$ cat config.mk
export PLATFORM = sky130hd
export DESIGN_NAME = floor_pct_mon
export DESIGN_NICKNAME = d
export VERILOG_FILES = /design/src/rtl/fpm_pkg.sv /design/src/rtl/fpm_window_acc.sv /design/src/rtl/fpm_sample_bank.sv /design/src/rtl/fpm_pct_div.sv /design/src/rtl/fpm_classify.sv /design/src/rtl/floor_pct_mon.sv
export SDC_FILE = /design/constraint.sdc
export NUM_CORES = 1
export LEC_CHECK = 0
export BUFFER_PORTS_ARGS = -buffer_cell sky130_fd_sc_hd__buf_2
export CAP_MARGIN = 30
export CORE_MARGIN = 3
export CORE_UTILIZATION = 48
export CTS_BUF_LIST = sky130_fd_sc_hd__clkbuf_8 sky130_fd_sc_hd__clkbuf_16
export DETAILED_ROUTE_END_ITERATION = 12
export SLEW_MARGIN = 25
export SYNTH_ARGS = -nofsm -noshare
export SYNTH_HDL_FRONTEND = slang
export SYNTH_SLANG_ARGS = --single-unit
$ cat constraint.sdc
create_clock -name clk -period 8.27 [get_ports clk]
set_clock_uncertainty 0.2 [all_clocks]
set_input_delay 0.4135 -clock clk [delete_from_list [all_inputs] [get_ports clk]]
set_output_delay 0.4135 -clock clk [all_outputs]
set_load 0.02 [all_outputs]
$ cat src/rtl/fpm_pkg.sv
package fpm_pkg;

    localparam int DLY_W     = 16;
    localparam int CNT_W     = 12;
    localparam int PCT_W     = 14;
    localparam int PCT_FULL  = 10000;

    typedef logic [DLY_W-1:0] delay_t;
    typedef logic [CNT_W-1:0] count_t;
    typedef logic [PCT_W-1:0] pct_t;

    typedef struct packed {
        delay_t floor;
        count_t total;
        count_t stored;
        logic   ovf;
    } win_sum_t;

    typedef struct packed {
        win_sum_t sum;
        count_t   floor_cnt;
        pct_t     pct;
        logic     empty;
    } win_rpt_t;

    typedef enum logic [1:0] {
        CL_IDLE,
        CL_SCAN,
        CL_DIV
    } cl_state_t;

    function automatic logic in_cluster(delay_t d, delay_t fl, delay_t width);
        return ({1'b0, d} <= ({1'b0, fl} + {1'b0, width}));
    endfunction

endpackage

$ cat src/rtl/fpm_window_acc.sv
module fpm_window_acc import fpm_pkg::*; #(
    parameter int DEPTH  = 16,
    parameter int TICK_W = 24,
    parameter int AW     = 4
) (
    input  logic              clk,
    input  logic              rst,
    input  logic              tick,
    input  logic [TICK_W-1:0] win_ticks,
    input  logic              pkt_valid,
    input  delay_t            pkt_delay,
    output logic              wr_en,
    output logic              wr_bank,
    output logic [AW-1:0]     wr_addr,
    output delay_t            wr_data,
    output logic              close_pulse,
    output logic              closed_bank,
    output win_sum_t          closed_sum
);

    logic [TICK_W-1:0] tick_cnt;
    logic              bank_q;
    win_sum_t          cur, nxt;
    logic              close;
    logic              room;

    assign close = tick && (({1'b0, tick_cnt} + 1'b1) >= {1'b0, win_ticks});
    assign room  = cur.stored < count_t'(DEPTH);

    assign wr_en   = pkt_valid && room;
    assign wr_bank = bank_q;
    assign wr_addr = cur.stored[AW-1:0];
    assign wr_data = pkt_delay;

    always_comb begin
        nxt = cur;
        if (pkt_valid) begin
            if (pkt_delay < cur.floor) nxt.floor = pkt_delay;
            if (cur.total != '1)       nxt.total = cur.total + 1'b1;
            if (room)                  nxt.stored = cur.stored + 1'b1;
            else                       nxt.ovf = 1'b1;
        end
    end

    always_ff @(posedge clk) begin
        if (rst) begin
            tick_cnt    <= '0;
            bank_q      <= 1'b0;
            cur         <= '{floor: '1, total: '0, stored: '0, ovf: 1'b0};
            close_pulse <= 1'b0;
            closed_bank <= 1'b0;
            closed_sum  <= '{floor: '1, total: '0, stored: '0, ovf: 1'b0};
        end else begin
            close_pulse <= close;
            if (close) begin
                closed_sum  <= nxt;
                closed_bank <= bank_q;
                bank_q      <= ~bank_q;
                tick_cnt    <= '0;
                cur         <= '{floor: '1, total: '0, stored: '0, ovf: 1'b0};
            end else begin
                cur <= nxt;
                if (tick) tick_cnt <= tick_cnt + 1'b1;
            end
        end
    end

    assert_floor_monotone_R2: assert property (@(posedge clk) disable iff (rst)
        !$past(close) |-> (cur.floor <= $past(cur.floor)));

    assert_stored_bound_R6: assert property (@(posedge clk) disable iff (rst)
        (cur.stored <= count_t'(DEPTH)) && (cur.stored <= cur.total));

endmodule

$ cat src/rtl/fpm_sample_bank.sv
module fpm_sample_bank import fpm_pkg::*; #(
    parameter int DEPTH = 16,
    parameter int AW    = 4
) (
    input  logic          clk,
    input  logic          wr_en,
    input  logic          wr_bank,
    input  logic [AW-1:0] wr_addr,
    input  delay_t        wr_data,
    input  logic          rd_bank,
    input  logic [AW-1:0] rd_addr,
    output delay_t        rd_data
);

    delay_t rd_word [2];

    for (genvar b = 0; b < 2; b++) begin : g_bank
        delay_t mem [DEPTH];
        always_ff @(posedge clk) begin
            if (wr_en && (wr_bank == 1'(b))) mem[wr_addr] <= wr_data;
        end
        assign rd_word[b] = mem[rd_addr];
    end

    assign rd_data = rd_word[rd_bank];

endmodule

$ cat src/rtl/fpm_pct_div.sv
module fpm_pct_div #(
    parameter int NUM_W = 26,
    parameter int DEN_W = 12
) (
    input  logic             clk,
    input  logic             rst,
    input  logic             start,
    input  logic [NUM_W-1:0] num,
    input  logic [DEN_W-1:0] den,
    output logic             done,
    output logic [NUM_W-1:0] quot
);

    localparam int SW = $clog2(NUM_W + 1);

    logic             busy_q;
    logic [SW-1:0]    step_q;
    logic [DEN_W-1:0] rem_q;
    logic [DEN_W-1:0] den_q;
    logic [NUM_W-1:0] q_q;
    logic [DEN_W:0]   trial, rem_nxt;
    logic             ge;

    assign trial   = {rem_q, q_q[NUM_W-1]};
    assign ge      = trial >= {1'b0, den_q};
    assign rem_nxt = ge ? (trial - {1'b0, den_q}) : trial;
    assign quot    = q_q;

    always_ff @(posedge clk) begin
        if (rst) begin
            busy_q <= 1'b0;
            step_q <= '0;
            rem_q  <= '0;
            den_q  <= '0;
            q_q    <= '0;
            done   <= 1'b0;
        end else begin
            done <= 1'b0;
            if (start) begin
                busy_q <= 1'b1;
                step_q <= '0;
                rem_q  <= '0;
                den_q  <= den;
                q_q    <= num;
            end else if (busy_q) begin
                rem_q  <= rem_nxt[DEN_W-1:0];
                q_q    <= {q_q[NUM_W-2:0], ge};
                step_q <= step_q + 1'b1;
                if (step_q == SW'(NUM_W - 1)) begin
                    busy_q <= 1'b0;
                    done   <= 1'b1;
                end
            end
        end
    end

    assert_rem_fits_R4: assert property (@(posedge clk) disable iff (rst)
        busy_q |-> (rem_nxt[DEN_W] == 1'b0));

    assert_start_idle_R10: assert property (@(posedge clk) disable iff (rst)
        start |-> !busy_q);

endmodule

$ cat src/rtl/fpm_classify.sv
module fpm_classify import fpm_pkg::*; #(
    parameter int DEPTH = 16,
    parameter int AW    = 4
) (
    input  logic          clk,
    input  logic          rst,
    input  logic          start,
    input  win_sum_t      sum_in,
    input  logic          bank_in,
    input  delay_t        delta,
    input  delay_t        rd_data,
    output logic          rd_bank,
    output logic [AW-1:0] rd_addr,
    output logic          done,
    output win_rpt_t      rpt
);

    localparam int NUM_W = CNT_W + PCT_W;

    cl_state_t        state_q;
    count_t           idx_q;
    count_t           fcnt_q;
    win_sum_t         sum_q;
    delay_t           delta_q;
    logic             bank_q;
    logic             div_start, div_done;
    logic [NUM_W-1:0] quot;
    pct_t             pct_val;

    assign rd_bank   = bank_q;
    assign rd_addr   = idx_q[AW-1:0];
    assign div_start = (state_q == CL_SCAN) && (idx_q >= sum_q.stored);

    fpm_pct_div #(.NUM_W(NUM_W), .DEN_W(CNT_W)) u_div (
        .clk   (clk),
        .rst   (rst),
        .start (div_start),
        .num   (NUM_W'(fcnt_q) * NUM_W'(PCT_FULL)),
        .den   (sum_q.total),
        .done  (div_done),
        .quot  (quot)
    );

    always_comb begin
        if (sum_q.total == '0)              pct_val = '0;
        else if (quot > NUM_W'(PCT_FULL))   pct_val = pct_t'(PCT_FULL);
        else                                pct_val = quot[PCT_W-1:0];
    end

    always_ff @(posedge clk) begin
        if (rst) begin
            state_q <= CL_IDLE;
            idx_q   <= '0;
            fcnt_q  <= '0;
            sum_q   <= '0;
            delta_q <= '0;
            bank_q  <= 1'b0;
            rpt     <= '0;
            done    <= 1'b0;
        end else begin
            done <= 1'b0;
            case (state_q)
                CL_IDLE: if (start) begin
                    sum_q   <= sum_in;
                    bank_q  <= bank_in;
                    delta_q <= delta;
                    idx_q   <= '0;
                    fcnt_q  <= '0;
                    state_q <= CL_SCAN;
                end
                CL_SCAN: begin
                    if (idx_q < sum_q.stored) begin
                        if (in_cluster(rd_data, sum_q.floor, delta_q)) fcnt_q <= fcnt_q + 1'b1;
                        idx_q <= idx_q + 1'b1;
                    end else begin
                        state_q <= CL_DIV;
                    end
                end
                CL_DIV: if (div_done) begin
                    rpt.sum       <= sum_q;
                    rpt.floor_cnt <= fcnt_q;
                    rpt.pct       <= pct_val;
                    rpt.empty     <= (sum_q.total == '0);
                    done          <= 1'b1;
                    state_q       <= CL_IDLE;
                end
                default: state_q <= CL_IDLE;
            endcase
        end
    end

    assert_idle_at_close_R10: assert property (@(posedge clk) disable iff (rst)
        start |-> (state_q == CL_IDLE));

    assert_scan_floor_R3: assert property (@(posedge clk) disable iff (rst)
        ((state_q == CL_SCAN) && (idx_q < sum_q.stored)) |-> (rd_data >= sum_q.floor));

endmodule

$ cat src/rtl/floor_pct_mon.sv
module floor_pct_mon import fpm_pkg::*; #(
    parameter int DEPTH  = 16,
    parameter int TICK_W = 24
) (
    input  logic                   clk,
    input  logic                   rst,
    input  logic                   tick,
    input  logic [TICK_W-1:0]      win_ticks,
    input  logic [fpm_pkg::DLY_W-1:0] delta,
    input  logic                   pkt_valid,
    input  logic [fpm_pkg::DLY_W-1:0] pkt_delay,
    output logic                   report_valid,
    output logic [fpm_pkg::DLY_W-1:0] rpt_floor,
    output logic [fpm_pkg::CNT_W-1:0] rpt_total,
    output logic [fpm_pkg::CNT_W-1:0] rpt_floor_cnt,
    output logic [fpm_pkg::PCT_W-1:0] rpt_pct,
    output logic                   rpt_empty,
    output logic                   rpt_overflow
);

    localparam int AW = (DEPTH > 1) ? $clog2(DEPTH) : 1;

    logic          wr_en, wr_bank, rd_bank;
    logic [AW-1:0] wr_addr, rd_addr;
    delay_t        wr_data, rd_data;
    logic          close_pulse, closed_bank;
    win_sum_t      closed_sum;
    win_rpt_t      rpt;

    fpm_window_acc #(.DEPTH(DEPTH), .TICK_W(TICK_W), .AW(AW)) u_acc (
        .clk         (clk),
        .rst         (rst),
        .tick        (tick),
        .win_ticks   (win_ticks),
        .pkt_valid   (pkt_valid),
        .pkt_delay   (pkt_delay),
        .wr_en       (wr_en),
        .wr_bank     (wr_bank),
        .wr_addr     (wr_addr),
        .wr_data     (wr_data),
        .close_pulse (close_pulse),
        .closed_bank (closed_bank),
        .closed_sum  (closed_sum)
    );

    fpm_sample_bank #(.DEPTH(DEPTH), .AW(AW)) u_bank (
        .clk     (clk),
        .wr_en   (wr_en),
        .wr_bank (wr_bank),
        .wr_addr (wr_addr),
        .wr_data (wr_data),
        .rd_bank (rd_bank),
        .rd_addr (rd_addr),
        .rd_data (rd_data)
    );

    fpm_classify #(.DEPTH(DEPTH), .AW(AW)) u_cls (
        .clk     (clk),
        .rst     (rst),
        .start   (close_pulse),
        .sum_in  (closed_sum),
        .bank_in (closed_bank),
        .delta   (delta),
        .rd_data (rd_data),
        .rd_bank (rd_bank),
        .rd_addr (rd_addr),
        .done    (report_valid),
        .rpt     (rpt)
    );

    assign rpt_floor     = rpt.sum.floor;
    assign rpt_total     = rpt.sum.total;
    assign rpt_floor_cnt = rpt.floor_cnt;
    assign rpt_pct       = rpt.pct;
    assign rpt_empty     = rpt.empty;
    assign rpt_overflow  = rpt.sum.ovf;

    assert_single_pulse_R8: assert property (@(posedge clk) disable iff (rst)
        report_valid |=> !report_valid);

    assert_hold_R8: assert property (@(posedge clk) disable iff (rst)
        !report_valid |-> ($stable(rpt_floor) && $stable(rpt_pct) && $stable(rpt_total)));

    assert_empty_R7: assert property (@(posedge clk) disable iff (rst)
        (report_valid && rpt_empty) |-> ((rpt_pct == '0) && (rpt_floor == '1) && (rpt_floor_cnt == '0)));

    assert_pct_range_R4: assert property (@(posedge clk) disable iff (rst)
        report_valid |-> ((rpt_pct <= PCT_W'(PCT_FULL)) && (rpt_floor_cnt <= rpt_total)));

    assert_overflow_R6: assert property (@(posedge clk) disable iff (rst)
        (report_valid && rpt_overflow) |-> (rpt_total > CNT_W'(DEPTH)));

endmodule

==> results of run 1 <==
## cell usage in the layout (no fill, tap or decap), types with 13 or more instances in the layout
cell             n
xor2_1          53
buf_4           50
o21ai_1         13
and3_1          16
nor3_1          24
mux4_2         160
dlygate4sd3_1   17
mux2_2          31
ha_1           171
a211oi_1        28
nor3_2          27
nand3_1         49
nand4_1         23
nand2_1        288
clkbuf_16       87
edfxtp_1       512
buf_2          115
o21a_1          14
nor2_1         182
xnor2_1         47
inv_1          168
and2_1          32
a21oi_1        188
o21ai_0         40
nor4_1          15
fa_1            25
mux2i_1         48
dfxtp_1        306
clkinv_1        14
clkinv_2        16
a21o_1          27
## kinds of logic (layout without fill, tap and decap cells)
logic type / after synthesis / in the layout / share of synthesized area, %
other cells: 0 / 2 / 0
flops: 823 / 823 / 58.2
mux: 239 / 239 / 12.0
buf+inv: 293 / 510 / 3.28
fa+ha+maj: 196 / 196 / 7.12
simple gates: 740 / 740 / 9.63
compound gates: 423 / 423 / 7.41
xor+xnor: 100 / 100 / 2.36
## per-stage QoR
step	setup WS [ps]	instance area (sq um)
global placement	2490	38800
detailed placement	2750	38800
floorplan	3790	37100
finish	2740	42100
CTS	2730	42000
global route	2350	42100
## area by class of cell
| type | count | area [sq um] | share of cell area (%) |
|---|---|---|---|
| Tap cell | 1030 | 1290 | 3.06 |
| Antenna cell | 2 | 5.00 | 0.0119 |
| Clock buffer | 96 | 2300 | 5.47 |
| Sequential cell | 823 | 21600 | 51.3 |
| Clock inverter | 68 | 734 | 1.74 |
| Inverter | 155 | 582 | 1.38 |
| Timing Repair Buffer | 191 | 1280 | 3.05 |
| Multi-Input combinational cell | 1698 | 14300 | 33.9 |
## registers in the layout, summed over array words and instances (netlist names), 2 cells and up, named ones only
signal	cells
u_cls.delta_q	16
u_cls.u_div.quot	26
u_cls.sum_q	41
u_cls.fcnt_q	12
u_cls.u_div.rem_q	12
u_acc.cur	37
u_acc.tick_cnt	24
u_cls.u_div.step_q	5
u_acc.wr_addr	4
u_acc.closed_sum	41
u_cls.state_q	2
u_cls.u_div.den_q	12
u_cls.idx_q	12
u_bank.g_bank.mem	512
u_cls.rpt	56
## worst max-delay path, stage by stage, from the launching register on
cell	delay [ps]
dfxtp_4	660
buf_16	310
buf_12	300
mux4_2	550
mux4_2	530
mux2_2	290
ha_1	290
nand3_1	120
nor2_1	80
a2111oi_0	650
nand2_1	180
a211oi_2	840
o311ai_1	200
o41ai_1	110
## routing by layer
| layer | up-vias | part of all wire, % | track usage (%) |
|---|---|---|---|
| met5 | - | 0.029 | 0 |
| met4 | 4 | 2.7 | 6.55 |
| met3 | 149 | 5.2 | 3.60 |
| met2 | 578 | 47 | 35.8 |
| li1 | 10700 | - | - |
| met1 | 11600 | 45 | 31.6 |
## final timing paths
kind,start,to,slack [ps],cells after the start
min,rst,u_cls.u_div.den_q[3]$_SDFFE_PP0P_,60,2
max,flip-flop,u_cls.fcnt_q[7]$_SDFFE_PP0P_,2740,13
min reg2reg,u_acc.closed_sum[30]$_SDFFE_PP1P_,u_cls.sum_q[30]$_SDFFE_PP0P_,250,2
max reg2reg,flip-flop,u_cls.fcnt_q[7]$_SDFFE_PP0P_,2740,13
## report_power, final
group          switching [mW]  internal, mW  leakage (nW)
Combinational           0.154        0.0830          6.73
Sequential            0.00906          4.38          7.12
Clock                    1.66          2.40          1.54
## what timing repair did
action,CTS,global route
hold buffers,17,0
endpoints found under the hold margin,18,0
setup endpoints to repair,0,0
==> results.txt, run 1 <==
clock buffer depth - 3
RSZ-0062 raised after global routing - false
Unique masters post-synth - 89
WL per Instance - 22.2 um
postcts setup bufs - 0
die footprint - 80600 sq um
post-cts gate resize count - 0
top cell type's share of synthesized area - 41.5%
fin nets - 3212
Slew Limit Headroom - 35.8%
post-synthesis sequential area ratio - 58.2%
placed cells - 3877
fin util - 55.2%
Die X - 284 um
CORE AREA - 76200 sq um
Synth Cell Area - 37100 sq um
first-pass GRT wire length - 138000 um
total CTS buffers - 87
Seq cells post-synth - 823
drt via density - 5.66
Tmin final - 5530 ps
slew of the pin with the lowest slew margin - 961 ps
Final setup viols - 0
area delta synth->final - 13.5%
Vias - 23000
antenna violations before repair - 7
Post-Synthesis Cells - 2814
largest area contributor in the netlist - edfxtp_1
fillers - 6234
WL final - 90100 um
DRC viols - 0
share of cells above drive strength 1 - 18.9%
Leak - 15.4 nW
# clock sinks - 823
Hold Fails Final Rpt - 0
IO buf count - 116
vias in the first global route - 23000
GPL Wtd Cong - 0.838
Post-DP HPWL - 57600 um
largest net degree at the start of global routing - 84
status - complete, no violations
DIE HEIGHT - 284 um
Power Dens Cells - 206 nW/um^2
Worst EP arrival - 5860 ps
top-count cell post-synth - edfxtp_1
fmax - 181 MHz
crit end category - flip-flop
HP Class - in -> reg
CTS clk-pin slew, worst paths - 60 ps
Setup CP Type - reg -> reg
initial core utilization - 48.7%
clock root cell - clkbuf_16
setup TNS - 0 ps
Data required, critical path - 8600 ps
Antenna Nets Post-Route - 0
gr ovfl total - 0
EDFF count, synth - 512
critical path launch point type - flip-flop
Main synth FF type - edfxtp_1
Initial DRC Count - 1752
hold_ws - 64.9 ps
TritonCTS clock tree - built
Non-Filler Instances - 4063
Worst VDD drop - 0.222 mV
critical path fanouts, max - 31
synth cell count leaders - 512 x edfxtp_1, 311 x dfxtp_1, 289 x nand2_1, 188 x a21oi_1, 182 x nor2_1
TritonRoute pass-1 iters - 8
Syn Area/Cell - 13.2 sq um
Yosys warnings - 0
final period utilization - 66.8%
Ports - 117
Clk Latency, worst-skew pair - 640 ps
Max Cap Viol - 0
Slew Limit Fails - 0
total track usage - 22.3%
Row Count - 101
Post-synth ARST share - 0%
synth top area cells - edfxtp_1 41%, dfxtp_1 17%, mux4_2 9.7%
Power, Total - 8.68 mW
Synth Net Count - 3070
H-tree depth - 3
Power figures use the tool's default switching activity.
==> run 2: changes to the inputs <==
--- a/config.mk
+++ b/config.mk
@@ -5,12 +5,14 @@
 export SDC_FILE = /design/constraint.sdc
 export NUM_CORES = 1
 export LEC_CHECK = 0
+export ABC_AREA = 1
 export BUFFER_PORTS_ARGS = -buffer_cell sky130_fd_sc_hd__buf_2
 export CAP_MARGIN = 30
 export CORE_MARGIN = 3
 export CORE_UTILIZATION = 48
 export CTS_BUF_LIST = sky130_fd_sc_hd__clkbuf_8 sky130_fd_sc_hd__clkbuf_16
 export DETAILED_ROUTE_END_ITERATION = 12
+export PLACE_DENSITY = 0.67
 export SLEW_MARGIN = 25
 export SYNTH_ARGS = -nofsm -noshare
 export SYNTH_HDL_FRONTEND = slang
==> constraint.sdc (replaced) <==
create_clock -name clk -period 4.85 [get_ports clk]
set_clock_uncertainty 0.2 [all_clocks]
set_input_delay 0.2425 -clock clk [delete_from_list [all_inputs] [get_ports clk]]
set_output_delay 0.2425 -clock clk [all_outputs]
set_load 0.02 [all_outputs]
==> run 2 against run 1 <==
  * Combinational power grew to 3.5 times the previous value
  * Clock-buffer cell count decreased by 5
  * Area after synthesis grew 2.1%
  * Largest cell class unchanged
  * Sequential power increased by 72%
  * Via count is 23% higher
  * Non-clock buffer count grew 50
  * Sequential share of layout area down 1.1 points
==> results.txt, run 2 <==
slew of the pin with the lowest slew margin - 969 ps (+8.85 ps)
crit end category - flip-flop
Seq cells post-synth - 823 (unchanged)
final period utilization - 91.6% (+25 points)
commonest non-fill, non-tap cell in the layout - nand2_1
share of cells above drive strength 1 - 10.1% (-8.9 points)
Row Count - 102 (+0.99%)
status - complete, no violations
Synth Net Count - 4142 (+35%)
Power, Total - 15.2 mW (+75%)
Antenna Nets Post-Route - 0 (unchanged)
top-count cell post-synth - nand2_1
largest area contributor in the netlist - edfxtp_1
Initial DRC Count - 2521 (+44%)
Syn Area/Cell - 9.75 sq um (-26%)
fmax - 225 MHz (+24%)
Setup CP Type - reg -> reg
postcts setup bufs - 0 (unchanged)
Synth Cell Area - 37900 sq um (+2.1%)
vias in the first global route - 27400 (+19%)
critical path launch point type - flip-flop
CP cell instances - inv_1 > fa_1 > inv_1 > ha_1 > inv_1 > fa_1 > inv_1 > ha_1 > inv_1 > fa_1 > inv_1 > ha_1 > a21o_1 > a21oi_1 > buf_4 > nor2_1 > o21ai_0 > xnor2_1 > nand2_1 > a31oi_1
Worst VDD drop - 0.266 mV (+20%)
WL per Instance - 19.3 um (-13%)
fillers - 6820 (+9.4%)
Slew Limit Fails - 0 (unchanged)
CTS clk-pin slew, worst paths - 60 ps (about the same)
Ports - 117 (unchanged)
most used cell, CP - inv_1
critical path fanouts, max - 4 (-87%)
synth cell count leaders - 534 x nand2_1, 512 x edfxtp_1, 490 x nor2_1, 433 x o21ai_0, 356 x inv_1
Register-to-Register Path Depth - 20 (+7)
gr ovfl total - 0 (unchanged)
drt via density - 5.54 (-2.2%)
DRC viols - 0 (unchanged)
TritonCTS clock tree - built
antenna violations before repair - 4 (-3)
Post-Synthesis Cells - 3886 (+38%)
Max Cap Viol - 0 (unchanged)
# clock sinks - 823 (unchanged)
pre-CTS WS - 416 ps (-2330 ps)
biggest regs - u_bank.g_bank.mem x512, u_cls.rpt x56
Data required, critical path - 5230 ps (-3370 ps)
die footprint - 82300 sq um (+2.1%)
initial core utilization - 48.6% (about the same)
most frequent cells in the layout - 533 x nand2_1, 512 x edfxtp_1, 490 x nor2_1
multi-input logic area - 14100 sq um (-1.1%)
clock root cell - clkbuf_16
max reg flops - 512 (unchanged)
EDFF count, synth - 512 (unchanged)
top cell type's share of synthesized area - 40.6% (-0.86 points)
Die X - 287 um (+1.0%)
TritonRoute pass-1 iters - 6 (-2)
Largest Register - u_bank.g_bank.mem
HP Class - in -> reg
Vias - 28400 (+23%)
H-tree depth - 3 (unchanged)
fin worst setup slack - 408 ps (-2340 ps)
IO buf count - 116 (unchanged)
largest net degree at the start of global routing - 107 (+27%)
Slew Limit Headroom - 35.2% (-0.68 points)
synth top area cells - edfxtp_1 41%, dfxtp_1 16%, o21ai_0 5.7%
fin util - 55.3% (about the same)
Worst EP arrival - 4820 ps (-1040 ps)
Reg area - 21600 sq um (about the same)
Main synth FF type - edfxtp_1
DIE HEIGHT - 287 um (+1.0%)
first-pass GRT wire length - 154000 um (+11%)
Unique masters post-synth - 56 (-37%)
cell depth of the worst hold path - 2 (unchanged)
Post-DP HPWL - 63500 um (+10%)
Final setup viols - 0 (unchanged)
DP Area - 39900 sq um (+2.7%)
Power Dens Cells - 352 nW/um^2 (+71%)
RSZ-0062 raised after global routing - false
setup TNS - 0 ps (unchanged)
Leak - 17.0 nW (+10%)
CP Depth - 20 (+7)
Clk Latency, worst-skew pair - 650 ps (about the same)
CORE AREA - 77800 sq um (+2.2%)
Worst path slowest cell - fa_1
Yosys warnings - 0 (unchanged)
Worst path max stage delay - 540 ps (-300 ps)
total CTS buffers - 86 (-1.1%)
post-synthesis sequential area ratio - 57.0% (-1.2 points)
fin nets - 4272 (+33%)
total track usage - 23.9% (+1.5 points)
Tmin final - 4440 ps (-1080 ps)
area delta synth->final - 13.7%
clock buffer depth - 3 (unchanged)
GPL Wtd Cong - 0.894 (+6.7%)
Crit path max-delay family - adder cells
Post-synth ARST share - 0% (unchanged)
WP buf/inv - 7 (+5)
Hold Fails Final Rpt - 0 (unchanged)
Final Instance Area - 43000 sq um (+2.3%)
WL final - 99100 um (+10%)
==> run 2: power by group <==
group	internal (mW)	switching, mW
combinational	0.257	0.582
sequential	7.51	0.0428
clock	3.93	2.83
==> run 2: kinds of logic after synthesis <==
logic type	Yosys count	synth area share, %
fa+ha+maj	196	6.97
xor+xnor	70	1.62
buf+inv	562	5.83
flops	823	57.0
simple gates	1383	15.8
compound gates	852	12.7
==> run 2: worst reg2reg max path, stage by stage, from the launching register on <==
cell,delay (ps)
dfxtp_1,330
inv_1,110
fa_1,540
inv_1,40
ha_1,260
inv_1,50
fa_1,530
inv_1,40
ha_1,260
inv_1,50
fa_1,490
inv_1,40
ha_1,340
a21o_1,170
a21oi_1,180
buf_4,170
nor2_1,40
o21ai_0,180
xnor2_1,140
nand2_1,60
a31oi_1,150
==> run 2: final cells by class <==
type | count | area share [%]
clock inverter | 65 | 1.64
sequential | 823 | 50.2
antenna | 2 | 0.0116
clock buffer | 91 | 5.16
multi-input combinational | 2501 | 32.8
tap | 1040 | 3.02
timing repair buffer | 241 | 3.96
inverter | 363 | 3.19
==> run 2: repair_timing <==
action	in CTS	in global routing
setup endpoints to repair	0	1
resized for setup	0	1
hold endpoints to repair	114	0
hold buffers	21	0
==> run 2: per-stage QoR <==
stage,std cells,hold slack [ps]
floorplan,3886,141
global placement,4946,232
detailed placement,4946,233
CTS,5123,30.7
global route,5124,29.8
finish,5126,41.9
==> run 2: path summary, 6_finish.rpt <==
path | from | to | slack, ps
max | u_cls.fcnt_q[4]$_SDFFE_PP0P_ | u_cls.u_div.quot[19]$_SDFFE_PP0P_ | 410
min | pkt_delay[9] | u_bank.g_bank[0].mem[1][9]$_DFFE_PP_ | 40
min reg2reg | u_cls.rpt[17]$_SDFFE_PP0P_ | u_cls.rpt[17]$_SDFFE_PP0P_ | 240
max reg2reg | u_cls.fcnt_q[4]$_SDFFE_PP0P_ | u_cls.u_div.quot[19]$_SDFFE_PP0P_ | 410
==> run 2: layer usage <==
layer	GRT usage, %	part of all wire [%]	vias to the layer above
li1	-	-	13700
met1	30.9	41	13600
met2	39.8	48	899
met3	3.76	6.3	199
met4	10.2	4.2	2
met5	0	0.015	-
